**src/rtl/perf_cnt_pkg.sv**
```systemverilog
package perf_cnt_pkg;
    localparam int NUM_CNT = 4;
    localparam int SEL_W   = 8;
    localparam int ADDR_W  = 4;

    localparam logic [SEL_W-1:0] CODE_RD_FILT = 8'h41;
    localparam logic [SEL_W-1:0] CODE_WR_FILT = 8'h42;

    localparam logic [ADDR_W-1:0] A_CTRL = 4'd0;
    localparam logic [ADDR_W-1:0] A_STAT = 4'd1;
    localparam logic [ADDR_W-1:0] A_FILT = 4'd2;
    localparam logic [1:0]        PG_CNT = 2'b01;  // addresses 4..7
    localparam logic [1:0]        PG_SEL = 2'b10;  // addresses 8..11
endpackage

```
**src/rtl/perf_id_filter.sv**
```systemverilog
module perf_id_filter #(
    parameter int ID_W = 16
) (
    input  logic            vld_i,
    input  logic [ID_W-1:0] id_i,
    input  logic [ID_W-1:0] match_i,
    input  logic [ID_W-1:0] mask_i,
    output logic            hit_o
);
    // compare only the bits whose mask bit is set
    assign hit_o = vld_i && (((id_i ^ match_i) & mask_i) == '0);
endmodule

```
**src/rtl/perf_evt_sel.sv**
```systemverilog
module perf_evt_sel
    import perf_cnt_pkg::*;
#(
    parameter int NUM_EVT = 16
) (
    input  logic [SEL_W-1:0]   sel_i,
    input  logic [NUM_EVT-1:0] evt_i,
    input  logic               rd_hit_i,
    input  logic               wr_hit_i,
    output logic               hit_o
);
    localparam int IDX_W = $clog2(NUM_EVT);

    always_comb begin
        hit_o = 1'b0;
        if (sel_i < SEL_W'(NUM_EVT)) begin
            hit_o = evt_i[sel_i[IDX_W-1:0]];
        end else if (sel_i == CODE_RD_FILT) begin
            hit_o = rd_hit_i;
        end else if (sel_i == CODE_WR_FILT) begin
            hit_o = wr_hit_i;
        end
    end
endmodule

```
**src/rtl/perf_cnt_bank.sv**
```systemverilog
module perf_cnt_bank
    import perf_cnt_pkg::*;
#(
    parameter int CNT_W   = 32,
    parameter int NUM_EVT = 16,
    parameter int ID_W    = 16
) (
    input  logic               clk,
    input  logic               rst_n,
    input  logic               wr_en,
    input  logic [ADDR_W-1:0]  wr_addr,
    input  logic [CNT_W-1:0]   wr_data,
    input  logic [ADDR_W-1:0]  rd_addr,
    output logic [CNT_W-1:0]   rd_data,
    input  logic [NUM_EVT-1:0] evt_i,
    input  logic               rd_vld_i,
    input  logic [ID_W-1:0]    rd_id_i,
    input  logic               wr_vld_i,
    input  logic [ID_W-1:0]    wr_id_i,
    output logic               irq_o
);
    localparam logic [CNT_W-1:0] CNT_MAX = {CNT_W{1'b1}};

    typedef struct packed {
        logic [NUM_CNT-1:0][CNT_W-1:0] cnt;
        logic [NUM_CNT-1:0][SEL_W-1:0] sel;
        logic [ID_W-1:0]               match;
        logic [ID_W-1:0]               mask;
        logic                          en;
        logic                          irq;
    } state_t;

    state_t st_d, st_q;

    logic               rd_hit, wr_hit;
    logic [NUM_CNT-1:0] hit;
    logic               run;
    logic               expire;

    perf_id_filter #(.ID_W(ID_W)) u_rd_filt (
        .vld_i(rd_vld_i), .id_i(rd_id_i),
        .match_i(st_q.match), .mask_i(st_q.mask), .hit_o(rd_hit)
    );
    perf_id_filter #(.ID_W(ID_W)) u_wr_filt (
        .vld_i(wr_vld_i), .id_i(wr_id_i),
        .match_i(st_q.match), .mask_i(st_q.mask), .hit_o(wr_hit)
    );

    // counter 0 is the window timer and ignores its selection
    assign hit[0] = 1'b1;
    for (genvar g = 1; g < NUM_CNT; g++) begin : g_sel
        perf_evt_sel #(.NUM_EVT(NUM_EVT)) u_sel (
            .sel_i(st_q.sel[g]), .evt_i(evt_i),
            .rd_hit_i(rd_hit), .wr_hit_i(wr_hit), .hit_o(hit[g])
        );
    end

    assign run    = st_q.en && !st_q.irq;
    assign expire = run && (st_q.cnt[0] == CNT_MAX);

    always_comb begin
        st_d = st_q;
        for (int i = 0; i < NUM_CNT; i++) begin
            if (run && hit[i]) st_d.cnt[i] = st_q.cnt[i] + 1'b1;
        end
        if (wr_en) begin
            if (wr_addr == A_CTRL) begin
                st_d.en = wr_data[0];
                if (wr_data[1]) st_d.cnt = '0;
            end else if (wr_addr == A_STAT) begin
                if (wr_data[0]) st_d.irq = 1'b0;
            end else if (wr_addr == A_FILT) begin
                st_d.match = wr_data[ID_W-1:0];
                st_d.mask  = wr_data[16 +: ID_W];
            end else if (wr_addr[3:2] == PG_CNT) begin
                st_d.cnt[wr_addr[1:0]] = wr_data;
            end else if (wr_addr[3:2] == PG_SEL) begin
                st_d.sel[wr_addr[1:0]] = wr_data[SEL_W-1:0];
            end
        end
        if (expire) st_d.irq = 1'b1;
    end

    always_ff @(posedge clk or negedge rst_n) begin
        if (!rst_n) st_q <= '0;
        else        st_q <= st_d;
    end

    always_comb begin
        rd_data = '0;
        if (rd_addr == A_CTRL)              rd_data[0] = st_q.en;
        else if (rd_addr == A_STAT)         rd_data[0] = st_q.irq;
        else if (rd_addr == A_FILT)         rd_data = {st_q.mask, st_q.match};
        else if (rd_addr[3:2] == PG_CNT)    rd_data = st_q.cnt[rd_addr[1:0]];
        else if (rd_addr[3:2] == PG_SEL)    rd_data[SEL_W-1:0] = st_q.sel[rd_addr[1:0]];
    end

    assign irq_o = st_q.irq;

    AST_CNT0_TICK: assert property (@(posedge clk) disable iff (!rst_n)
        (run && !wr_en) |=> st_q.cnt[0] == $past(st_q.cnt[0]) + 1'b1);
    AST_EXPIRY_IRQ: assert property (@(posedge clk) disable iff (!rst_n)
        (run && st_q.cnt[0] == CNT_MAX && !wr_en) |=> irq_o);
    AST_FROZEN: assert property (@(posedge clk) disable iff (!rst_n)
        (irq_o && !wr_en) |=> $stable(st_q.cnt));
    AST_IRQ_CAUSE: assert property (@(posedge clk) disable iff (!rst_n)
        $rose(irq_o) |-> $past(st_q.cnt[0]) == CNT_MAX);
    AST_IDLE_HOLD: assert property (@(posedge clk) disable iff (!rst_n)
        (!st_q.en && !wr_en) |=> $stable(st_q.cnt));
endmodule

```
**config.mk**
```make
export PLATFORM = sky130hd
export DESIGN_NAME = perf_cnt_bank
export DESIGN_NICKNAME = d
export VERILOG_FILES = /design/src/rtl/perf_cnt_pkg.sv /design/src/rtl/perf_id_filter.sv /design/src/rtl/perf_evt_sel.sv /design/src/rtl/perf_cnt_bank.sv
export SDC_FILE = /design/constraint.sdc
export NUM_CORES = 1
export LEC_CHECK = 0
export ABC_AREA = 0
export BUFFER_PORTS_ARGS = -buffer_cell sky130_fd_sc_hd__buf_2
export CORE_MARGIN = 5
export CORE_UTILIZATION = 45
export DETAILED_ROUTE_END_ITERATION = 16
export GPL_TIMING_DRIVEN = 0
export PLACE_DENSITY = 0.73
export SYNTH_ARGS = -nofsm -noshare
export SYNTH_HDL_FRONTEND = slang
export SYNTH_HIERARCHICAL = 1
export SYNTH_SLANG_ARGS = --single-unit
```
**constraint.sdc**
```tcl
create_clock -name clk -period 3.52 [get_ports clk]
set_input_delay 0.176 -clock clk [delete_from_list [all_inputs] [get_ports clk]]
set_output_delay 0.176 -clock clk [all_outputs]
set_load 0.02 [all_outputs]
```
Yosys cells after proc, flatten, opt, wreduce, memory -nomap -nowiden
Index checks and enable logic that the tools add are counted.
Widths: inputs -> output; s select.
{"block": "totals", "regBits": 194, "input_bits": 93, "output_inout_bits": 33, "word_cells": 121}
{"block": "classes", "add_sub_neg": 4, "order_cmp": 9, "n_eq_ne": 16, "muxes": 52, "bitwise_logic": 8, "reduce_logical": 20}
{"op": "$mux 128", "n": 3}
{"op": "$mux 32", "n": 10}
{"op": "$mux 194", "n": 1}
{"op": "$mux 192", "n": 1}
{"op": "$mux 160", "n": 1}
{"op": "$add 32x1->32 const B", "n": 4}
{"op": "$bwmux 128", "n": 1}
{"op": "$bmux 32 s2", "n": 1}
{"op": "$demux 32 s2", "n": 1}
{"op": "$mux 64", "n": 1}
{"op": "$mux 31", "n": 2}
{"op": "$eq 8x7->1 const B", "n": 6}
{"op": "$and 16x16->16", "n": 2}
{"op": "$bwmux 32", "n": 1}
{"op": "$eq 32x32->1 const B", "n": 1}
{"op": "$logic_not 16->1", "n": 2}
{"op": "$mux 8", "n": 4}
{"op": "$xor 16x16->16", "n": 2}
{"op": "$lt 8x5->1 const B", "n": 3}
{"op": "$mux 24", "n": 1}
{"op": "$mux 1", "n": 19}
{"op": "$bmux 8 s2", "n": 1}
{"op": "$demux 8 s2", "n": 1}
{"op": "$lt 4x5->1 const B", "n": 3}
{"op": "other kinds (16)", "n": 37}

Depth between registers and ports, before layout
Gate-level depths: netlist (run 1).
{"block": "logic_depth", "depth_word": 16, "ltp_mapped": 15}

By module
Netlist (run 1), hierarchy kept.
{"mod": "perf_cnt_bank", "n_inst": 1, "cells_each": 1103, "area_per_inst_um2": 11438.5, "seq_area_each_um2": 4854.7}
{"mod": "perf_evt_sel", "n_inst": 3, "cells_each": 20, "area_per_inst_um2": 190.2, "seq_area_each_um2": 0.0}
{"mod": "perf_id_filter", "n_inst": 2, "cells_each": 27, "area_per_inst_um2": 225.2, "seq_area_each_um2": 0.0}

Worst setup path after synthesis (run 1)
No wires, ideal clock.
{"block": "synth_path", "path_kind": "reg2reg", "startpoint": "reg st_q[31] (netlist bit)", "endpoint": "reg st_q[122] (netlist bit)", "arrival_ps": 3192, "required_ps": 3443, "setup_slack_ps": 251, "path_stages_with_launch": 14, "n_path_buf": 0, "synth_period_minus_slack_ps": 3269, "cell_sequence": "dfrtp_1 xor2_1 a22oi_1 nand4_1 a2111oi_2 nand2_1 o211ai_1 nand4b_1 a2111oi_1 nand3b_2 nor4_1 nand4_1 xor2_1 a21oi_1"}
{"element": "start: declaration", "line": "perf_cnt_bank.sv:33", "source": "state_t st_d, st_q;"}
{"element": "start signal: assignment", "line": "perf_cnt_bank.sv:86", "source": "else st_q <= st_d;"}

==> impl_metrics.py, run 1 <==
metrics = {
    "pwr": {
        "ir_drop_uv": 360,
        "clockPowerShare_pct": 24.2,
        "pwr-share-seq_pct": 47.2,
        "p_sw_share_pct": 38.0,
        "p_per_area_mw_per_mm2": 514,
        "switchingPower_mw": 2.99,
        "intPower_mw": 4.88,
        "combPwrFrac_pct": 28.6,
        "leakage_nw": 6.36,
    },
    "synthesis": {
        "netlist.area_leader.share_pct": 39.0,
        "ys_seq_area_share_pct": 39.0,
        "yosysWarnings": 6,
        "syn_area_per_cell_um2": 10.2,
        "syn_inst": 1217,
        "synth_nets": 1314,
        "synth-edff-count": 0,
        "synthArstFlopShare_pct": 100,
        "synth_top_cell_by_area": "dfrtp_1",
        "syn-cell-area_mm2": 0.0125,
        "synthTopCellsByArea": "dfrtp_1, mux4_2, xor2_1",
        "ys_ff_latch": 194,
        "yosysMostFrequentCell": "dfrtp_1",
        "synthFlopType": "dfrtp_1",
        "synth.distinct_cells": 56,
        "netlist_top_cells_count": "dfrtp_1, xor2_1, a21oi_1",
    },
    "sta": {
        "worst_slew_pin_slew_ns": 1.52,
        "fin_skew_ns": 0.0117,
        "maxSlewViolCount": 6,
        "setup_slack_ns": -0.211,
        "rsz0062_at_grt": "true",
        "min_period_ns": 3.73,
        "relSlewSlack_pct": -1.93,
        "final.setup.tns_ns": -6.62,
        "timing.fmax_mhz": 268,
        "fin_crit_sh_pct": 106,
        "setup_viol": 79,
        "hold_viol": 0,
    },
    "global_route": {
        "track_usage_pct": 29.5,
        "grt_pass1_wl_um": 69200,
        "grt_max_degree": 109,
        "grt_pass1_vias": 11135,
        "antenna_found_initial": 1,
        "grt-ovfl-total": 0,
    },
    "worst_setup_path": {
        "reg2regPathDepth": 17,
        "worstPathCellList": "xor2_1 -> a22oi_2 -> nand4_1 -> a2111oi_4 -> buf_4 -> nand2_2 -> o211ai_1 -> nand4b_1 -> a2111oi_4 -> buf_4 -> nand3b_4 -> buf_6 -> nor4_4 -> buf_6 -> nand4_1 -> xor2_1 -> a21oi_1",
        "cp_max_fo": 6,
        "crit_path_end_kind": "register",
        "cp_slowest_cell": "dfrtp_2",
        "cpPeakStageDelay_ns": 0.47,
        "worstPathArrival_ns": 4.11,
        "startpoint_type": "register",
        "cp_top_family": "compound AO/OA/AOI/OAI gates",
        "worstSetupPathType": "reg2reg",
        "crit_cells": 17,
        "crit_buf_inv": 4,
        "crit_required_ns": 3.90,
    },
    "floorplan": {
        "die_x_um": 176,
        "die_y_um": 176,
        "coreArea_mm2": 0.0276,
        "pin_count": 126,
        "dieArea_mm2": 0.0311,
        "fp-row-count": 61,
        "initial_core_util_pct": 45.2,
    },
    "clock_network": {
        "cts_sinks": 194,
        "cts-root-buf": "clkbuf_16",
        "insertion_delay_ns": 0.45,
        "h-tree-depth": 4,
        "cts_made_buffers": 17,
        "cts_tree": "done",
        "path_clk_slew_ns": 0.08,
        "clock_path_buffers": 2,
    },
    "routing": {
        "avgRoutedWirePerCell_um": 26.5,
        "drt.antenna.violating_nets": 0,
        "wl_um": 47300,
        "vias_per_cell": 6.52,
        "drc": 0,
        "drt_iter0_drc": 1561,
        "first_pass_iters": 6,
        "vias": 11631,
    },
    "finish": {
        "fillCellCount": 2304,
        "antennaDiodeCount": 0,
        "syn_to_final_growth_pct": 22.9,
        "nets": 1492,
        "multi_input_area_mm2": 0.00788,
        "final_cells": 1785,
        "ff_latch_area_mm2": 0.00486,
        "drive_above_1_share_pct": 32.1,
    },
    "run_status": {
        "status": "finished with violations",
        "violations": "max-capacitance violations, max-slew violations, negative setup slack",
    },
    "worst_hold_path": {
        "min_path_type": "in2reg",
        "min_path_cells": 3,
    },
    "run": {
        "maxCapViolCount": 1,
    },
    "place": {
        "hpwl_um": 34200,
        "portBuffers": 118,
        "gp_congestion": 0.982,
        "dp.cells": 1714,
    },
}
## path summary, 6_finish.rpt
kind / start / slack (ns) / to
hold / removal: wr_data[24] / 0.02 / st_q[186]
setup / recovery: st_q[29] / -0.21 / st_q[129]
setup reg to reg: st_q[29] / -0.21 / st_q[129]
max in group asynchronous: rst_n / 2.18 / st_q[24]
hold reg to reg: register / 0.52 / register
min in group asynchronous: rst_n / 0.34 / st_q[146]
## layer usage
metal | wire (µm) | track usage [%] | vias up
li1 | - | - | 4901
met1 | 18100 | 39.6 | 5778
met2 | 21400 | 45.5 | 792
met3 | 5400 | 7.30 | 158
met4 | 2420 | 13.2 | 2
met5 | 13 | 0 | -
## power by group through the flow
| stage | combinational (mW) | sequential, mW | clock [mW] |
|---|---|---|---|
| 2_1_floorplan | 1.54 | 3.32 | 0 |
| 3_3_place_gp | 1.97 | 3.63 | 0 |
| 3_5_place_dp | 2.02 | 3.65 | 0 |
| 4_1_cts | 2.15 | 3.63 | 1.90 |
| 5_1_grt | 2.41 | 3.76 | 1.98 |
| 6_report | 2.25 | 3.71 | 1.90 |
## final cells by class
cell class,count,area share (%)
Buffer,88,2.81
Clock buffer,17,2.78
Clock inverter,14,0.785
Inverter,12,0.294
Multi-Input combinational cell,921,51.5
Sequential cell,194,31.8
Tap cell,378,3.09
Timing Repair Buffer,161,6.98
## through the flow
stage	worst slack (ns)	util (%)	hold WS [ns]	total power, mW	area, µm²
6_report	-0.211	55.6	0.0231	7.87	15300
5_1_grt	-0.306	55.6	0.0339	8.15	15300
3_5_place_dp	-1.53	49.2	0.245	5.68	13600
3_3_place_gp	-1.42	49.1	0.477	5.61	13500
2_1_floorplan	0.251	-	-0.120	4.86	12500
4_1_cts	-0.171	53.6	0.0166	7.67	14800
## layout by cell type (no fill, tap or decap), types with 11 or more instances in the layout
cell / n
a211oi_1: 21
nor3_4: 13
a22oi_1: 19
o21ai_0: 73
xnor2_1: 41
mux4_2: 49
nand3_1: 28
a21oi_1: 79
nand2_1: 74
clkbuf_16: 17
nor2_1: 33
and4_1: 15
mux2_2: 65
xnor2_2: 11
clkbuf_1: 50
xor2_1: 103
inv_1: 12
buf_6: 29
buf_2: 137
nand4_1: 52
and3_1: 19
buf_4: 16
nor3_1: 27
nand3_2: 13
a22o_1: 29
dfrtp_1: 188
o21ai_1: 13
## repair_timing
action,CTS,global route
pin swaps,84,100
hold endpoints to repair,86,0
setup buffers,24,20
gates cloned,1,0
gates resized for setup,98,85
setup endpoints to repair,94,93
hold buffers,1,0
## cell families after synthesis
family / Yosys count / synth area share, %
AND/OR/NAND/NOR: 368 / 17.1
AO/OA/AOI/OAI: 268 / 13.2
flip-flops: 194 / 39.0
XOR/XNOR: 155 / 10.9
multiplexers: 126 / 15.7
buffers and inverters: 102 / 3.66
adder cells (fa/ha/maj): 4 / 0.402
## worst register-to-register path: cells and delay by family, from the launching register on
family,cells,cell delay [ns]
buffers and inverters,4,0.77
XOR/XNOR,2,0.39
flip-flops,1,0.47
AO/OA/AOI/OAI,5,1.14
AND/OR/NAND/NOR,6,0.87
No activity file was read; power rests on OpenSTA's default activity.
==> inputs of run 2 (changes only) <==
--- a/config.mk
+++ b/config.mk
@@ -12,6 +12,7 @@
 export DETAILED_ROUTE_END_ITERATION = 16
 export GPL_TIMING_DRIVEN = 0
 export PLACE_DENSITY = 0.73
+export SKIP_LAST_GASP = 1
 export SYNTH_ARGS = -nofsm -noshare
 export SYNTH_HDL_FRONTEND = slang
 export SYNTH_HIERARCHICAL = 1
==> run 2 against run 1 <==
Net effect:
- the run ends with negative setup slack left
- global-route usage about the same
- clock power about the same
- combinational power about the same
- final cell count up 0.11%
- critical path type unchanged
==> impl_metrics.py, run 2 (synthesis gave the netlist of run 1 again) <==
metrics = {
    "sta": {
        "timing.fmax_mhz": 265,
        "rsz0062_at_grt": "true",
        "setup_slack_ns": -0.248,
        "fin_skew_ns": 0.0151,
        "setup_viol": 80,
        "relSlewSlack_pct": 28.5,
        "min_period_ns": 3.77,
        "fin_crit_sh_pct": 107,
        "final.setup.tns_ns": -7.66,
        "worst_slew_pin_slew_ns": 1.07,
        "maxSlewViolCount": 0,
        "hold_viol": 0,
    },
    "routing": {
        "drc": 0,
        "avgRoutedWirePerCell_um": 26.5,
        "wl_um": 47400,
        "vias_per_cell": 6.49,
        "drt.antenna.violating_nets": 0,
        "drt_iter0_drc": 1450,
        "first_pass_iters": 6,
        "vias": 11603,
    },
    "worst_setup_path": {
        "worstSetupPathType": "reg2reg",
        "crit_required_ns": 3.89,
        "cp_slowest_cell": "dfrtp_2",
        "crit_path_end_kind": "register",
        "path_common_cell": "buf_6",
        "startpoint_type": "register",
        "worstPathArrival_ns": 4.14,
        "cp_max_fo": 5,
        "worstPathCellList": "buf_6 -> xor2_1 -> a22oi_2 -> nand4_1 -> a2111oi_4 -> nand3b_1 -> o211ai_1 -> nand4b_1 -> a2111oi_4 -> buf_4 -> nand3b_1 -> buf_6 -> nor4_4 -> buf_6 -> buf_8 -> nand4_1 -> xor2_1 -> o21ai_1",
        "cpPeakStageDelay_ns": 0.47,
    },
    "run_status": {
        "status": "finished with violations",
        "violations": "negative setup slack",
    },
    "run": {
        "maxCapViolCount": 0,
    },
    "clock_network": {
        "cts_tree": "done",
        "path_clk_slew_ns": 0.08,
        "clock_path_buffers": 2,
        "cts_sinks": 194,
        "cts-root-buf": "clkbuf_16",
        "cts_made_buffers": 17,
        "insertion_delay_ns": 0.45,
        "h-tree-depth": 4,
    },
    "floorplan": {
        "die_y_um": 176,
        "dieArea_mm2": 0.0311,
        "initial_core_util_pct": 45.2,
        "pin_count": 126,
        "coreArea_mm2": 0.0276,
        "fp-row-count": 61,
        "die_x_um": 176,
    },
    "global_route": {
        "grt_pass1_vias": 11118,
        "grt_max_degree": 109,
        "grt_pass1_wl_um": 69200,
        "grt-ovfl-total": 0,
        "track_usage_pct": 29.5,
        "antenna_found_initial": 0,
    },
    "finish": {
        "utilization_pct": 55.3,
        "mostFrequentLayoutCell": "dfrtp_1",
        "syn_to_final_growth_pct": 22.3,
        "antennaDiodeCount": 0,
        "final_cell_mix": "dfrtp_1, buf_2, xor2_1",
        "nets": 1494,
        "drive_above_1_share_pct": 31.4,
    },
    "pwr": {
        "combPwrFrac_pct": 28.6,
        "switchingPower_mw": 2.98,
        "leakage_nw": 6.30,
        "intPower_mw": 4.87,
        "p_sw_share_pct": 37.9,
        "pwr-share-seq_pct": 47.2,
        "ir_drop_uv": 357,
        "clockPowerShare_pct": 24.2,
        "p_per_area_mw_per_mm2": 515,
    },
    "place": {
        "portBuffers": 118,
        "hpwl_um": 34200,
        "gp_congestion": 0.982,
    },
    "worst_hold_path": {
        "min_path_type": "in2reg",
    },
}
==> run 2: cell count changes in the layout (fill, tap and decap cells not counted), sizes merged <==
cell / before / now
buf: 196 / 198
==> run 2: metrics by stage <==
step	cells	power [mW]	setup slack [ns]	hold WS [ns]	cell area, µm²
detailed placement	1714	5.68	-1.53	0.245	13600
finish	1787	7.85	-0.248	0.0228	15200
floorplan	1217	4.86	0.251	-0.120	12500
global placement	1713	5.61	-1.42	0.477	13500
CTS	1770	7.67	-0.171	0.0166	14800
global route	1787	8.13	-0.307	0.0323	15200
==> run 2: routing by layer <==
metal | track usage [%] | share of wire, % | vias up
li1 | - | - | 4905
met1 | 39.8 | 39 | 5771
met2 | 45.6 | 45 | 773
met3 | 7.07 | 11 | 154
met4 | 12.8 | 5.0 | 0
met5 | 0 | 0 | -
==> run 2: power groups by stage <==
stage                     Combinational, mW  Sequential [mW]  Clock, mW
final                                  2.25             3.70       1.90
after global routing                   2.40             3.75       1.98
after CTS                              2.14             3.63       1.90
after detailed placement               2.02             3.65          0
after global placement                 1.97             3.63          0
after floorplan                        1.54             3.32          0
==> run 2: cell type report <==
class,instances,area (µm²)
multi-input cells,921,7790
inverters,12,45.0
plain buffers,88,430
flip-flops and latches,194,4860
repair buffers,163,1090
clock inverters,14,120
well taps,378,473
fillers,2329,12300
clock buffers,17,425
==> run 2: worst max-delay path: cells and delay by family (launching register included) <==
family | cells | cell delay [ns]
AOI/OAI and AO/OA | 5 | 1.15
xor gates and xnor gates | 2 | 0.39
buffers and inverters | 5 | 0.76
DFF | 1 | 0.47
and+or+nand+nor | 6 | 0.91
==> run 2: path summary, 6_finish.rpt <==
kind,endpoint,startpoint,depth (start not counted),slack (ns)
worst max-delay path,st_q[191],st_q[29],18,-0.25
worst min-delay path,st_q[186],wr_data[24],3,0.02
worst max register to register,st_q[191],st_q[29],18,-0.25
worst min register to register,register,register,1,0.52
max in group asynchronous,st_q[99],rst_n,3,2.17
min in group asynchronous,st_q[144],rst_n,2,0.34
==> run 2: what timing repair did <==
item                                   CTS  global route
gates cloned                             1             0
buffers inserted                        24            18
gates resized for setup                 91            72
pin swaps                               79            92
setup endpoints to repair               94            93
endpoints found under the hold margin   86             0
hold buffers                             1             0
==> inputs of run 3 (changes only) <==
--- a/config.mk
+++ b/config.mk
@@ -7,12 +7,11 @@
 export LEC_CHECK = 0
 export ABC_AREA = 0
 export BUFFER_PORTS_ARGS = -buffer_cell sky130_fd_sc_hd__buf_2
-export CORE_MARGIN = 5
+export CORE_MARGIN = 3
 export CORE_UTILIZATION = 45
 export DETAILED_ROUTE_END_ITERATION = 16
 export GPL_TIMING_DRIVEN = 0
 export PLACE_DENSITY = 0.73
-export SKIP_LAST_GASP = 1
 export SYNTH_ARGS = -nofsm -noshare
 export SYNTH_HDL_FRONTEND = slang
 export SYNTH_HIERARCHICAL = 1
==> run 3 against run 2 <==
Net effect:
- non-clock buffer count fell by 2
- global-route usage rose by 1.3 points
- sequential power barely moved
- via count rose by 1.0%
- register-to-register slack got worse by 0.03 ns
- hold slack improved by 0.019 ns
- the flow still finishes with violations (negative setup slack)
- largest cell class unchanged
- setup slack got worse by 0.027 ns
- largest power group unchanged
- cell area rose by 0.91%
- utilization rose by 1.4 points
- clock-buffer cell count rose by 1
- clock power rose by 9%
- critical path depth fell by 1
- critical path type unchanged
==> impl_metrics.py, run 3 (synthesis gave the netlist of run 1 again) <==
metrics = {
    "run_status": {
        "status": "finished with violations",
        "violations": "negative setup slack",
    },
    "finish": {
        "final_cell_mix": "dfrtp_1, buf_2, xor2_1",
        "nets": 1492,
        "ff_latch_area_mm2": 0.00486,
        "syn_to_final_growth_pct": 23.4,
        "fillCellCount": 2261,
        "drive_above_1_share_pct": 32.3,
        "antennaDiodeCount": 0,
        "mostFrequentLayoutCell": "dfrtp_1",
        "multi_input_area_mm2": 0.00789,
    },
    "clock_network": {
        "cts_tree": "done",
        "h-tree-depth": 4,
        "insertion_delay_ns": 0.44,
        "path_clk_slew_ns": 0.07,
        "cts_sinks": 194,
        "cts-root-buf": "clkbuf_16",
        "cts_made_buffers": 17,
        "clock_path_buffers": 2,
    },
    "place": {
        "dp_worst_setup_slack_ns": -1.41,
        "gp_congestion": 0.969,
        "portBuffers": 118,
        "hpwl_um": 33700,
    },
    "global_route": {
        "grt_pass1_wl_um": 67800,
        "grt_pass1_vias": 10974,
        "grt-ovfl-total": 0,
        "grt_max_degree": 121,
        "track_usage_pct": 30.8,
        "antenna_found_initial": 0,
    },
    "worst_setup_path": {
        "crit_path_end_kind": "register",
        "reg2reg_slack_ns": -0.28,
        "cp_top_family": "compound AO/OA/AOI/OAI gates",
        "cp_slowest_cell": "a2111oi_4",
        "startpoint_type": "register",
        "reg2reg_from": "st_q[31]",
        "worstPathArrival_ns": 4.10,
        "cp_max_fo": 7,
        "cpPeakStageDelay_ns": 0.49,
        "crit_buf_inv": 4,
        "crit_required_ns": 3.82,
        "worstPathCellList": "xor2_1 -> a22oi_2 -> nand4_1 -> a2111oi_4 -> buf_4 -> nand3b_1 -> o211ai_1 -> nand4b_1 -> a2111oi_4 -> nand3b_4 -> buf_12 -> buf_4 -> nor3_4 -> buf_6 -> nand3_2 -> xor2_1 -> a21oi_1",
        "r2r-end": "st_q[111]",
        "worstSetupPathType": "reg2reg",
        "reg2regPathDepth": 17,
    },
    "pwr": {
        "intPower_mw": 5.08,
        "ir_drop_uv": 372,
        "p_sw_share_pct": 37.0,
        "combPwrFrac_pct": 28.2,
        "p_per_area_mw_per_mm2": 525,
        "pwr-share-seq_pct": 46.2,
        "p_total_mw": 8.06,
        "leakage_nw": 6.37,
        "clockPowerShare_pct": 25.6,
        "switchingPower_mw": 2.98,
    },
    "routing": {
        "drt_iter0_drc": 1498,
        "first_pass_iters": 7,
        "vias": 11720,
        "drt.antenna.violating_nets": 0,
        "vias_per_cell": 6.59,
        "drc": 0,
        "avgRoutedWirePerCell_um": 26.7,
        "wl_um": 47500,
    },
    "floorplan": {
        "coreArea_mm2": 0.0271,
        "fp-row-count": 60,
        "die_y_um": 172,
        "initial_core_util_pct": 46.0,
        "die_x_um": 172,
        "dieArea_mm2": 0.0297,
        "pin_count": 126,
    },
    "sta": {
        "maxSlewViolCount": 0,
        "min_period_ns": 3.80,
        "relSlewSlack_pct": 4.24,
        "rsz0062_at_grt": "true",
        "fin_skew_ns": 0.0122,
        "setup_slack_ns": -0.276,
        "final.setup.tns_ns": -10.69,
        "timing.fmax_mhz": 263,
        "setup_viol": 81,
        "hold_slack_ns": 0.0422,
        "fin_crit_sh_pct": 108,
        "worst_slew_pin_slew_ns": 1.43,
        "hold_viol": 0,
    },
    "worst_hold_path": {
        "hold_start": "wr_data[24]",
        "min_path_cells": 3,
        "min_path_type": "in2reg",
        "min_to": "st_q[186]",
    },
    "run": {
        "maxCapViolCount": 0,
    },
}
run 3: final cells by class:
| cell class | instances | area share, % |
|---|---|---|
| timing repair buffer | 160 | 6.97 |
| sequential | 194 | 31.6 |
| clock inverter | 13 | 1.13 |
| multi-input combinational | 921 | 51.3 |
| tap | 372 | 3.03 |
| clock buffer | 18 | 2.79 |
| inverter | 12 | 0.293 |
| buffer | 89 | 2.87 |
run 3: what timing repair did:
action,4_1_cts,5_1_grt
pin swaps,42,118
setup buffers,22,16
hold buffers,1,0
endpoints found under the setup margin,94,94
cloned,2,0
hold endpoints to repair,74,0
gates resized for setup,72,112
run 3: worst max-delay path by stage:
stage	start	depth (start not counted)	endpoint	slack (ns)
finish	st_q[31]	17	st_q[111]	-0.28
global route	st_q[29]	17	st_q[108]	-0.35
CTS	st_q[27]	15	st_q[178]	-0.11
detailed placement	st_q[27]	13	st_q[122]	-1.41
global placement	st_q[27]	14	st_q[193]	-1.27
floorplan	st_q[31]	13	st_q[122]	0.25
run 3: per-layer routing:
layer	wire length [µm]	share of wire, %	track usage (%)
met5	0	0	0
met4	2420	5.1	14.9
met3	5340	11	8.02
met2	21300	45	46.1
met1	18500	39	41.9
run 3: power by group through the flow:
stage | clock network, mW | registers (mW) | logic (mW)
global route | 2.17 | 3.77 | 2.42
CTS | 2.07 | 3.63 | 2.14
floorplan | 0 | 3.32 | 1.54
detailed placement | 0 | 3.65 | 2.03
global placement | 0 | 3.63 | 1.98
finish | 2.07 | 3.73 | 2.27
run 3: tightest hold or removal path, delay by kind of cell:
family          cells  cell delay [ns]
compound gates      1             0.05
buf+inv             1             0.15
simple gates        1             0.06
run 3: stage by stage:
| step | area (µm²) | std cells | util [%] |
|---|---|---|---|
| CTS | 14700 | 1763 | 54.3 |
| floorplan | 12500 | 1217 | - |
| global route | 15400 | 1779 | 56.7 |
| global placement | 13500 | 1707 | 49.9 |
| detailed placement | 13600 | 1708 | 50.0 |
| finish | 15400 | 1779 | 56.7 |
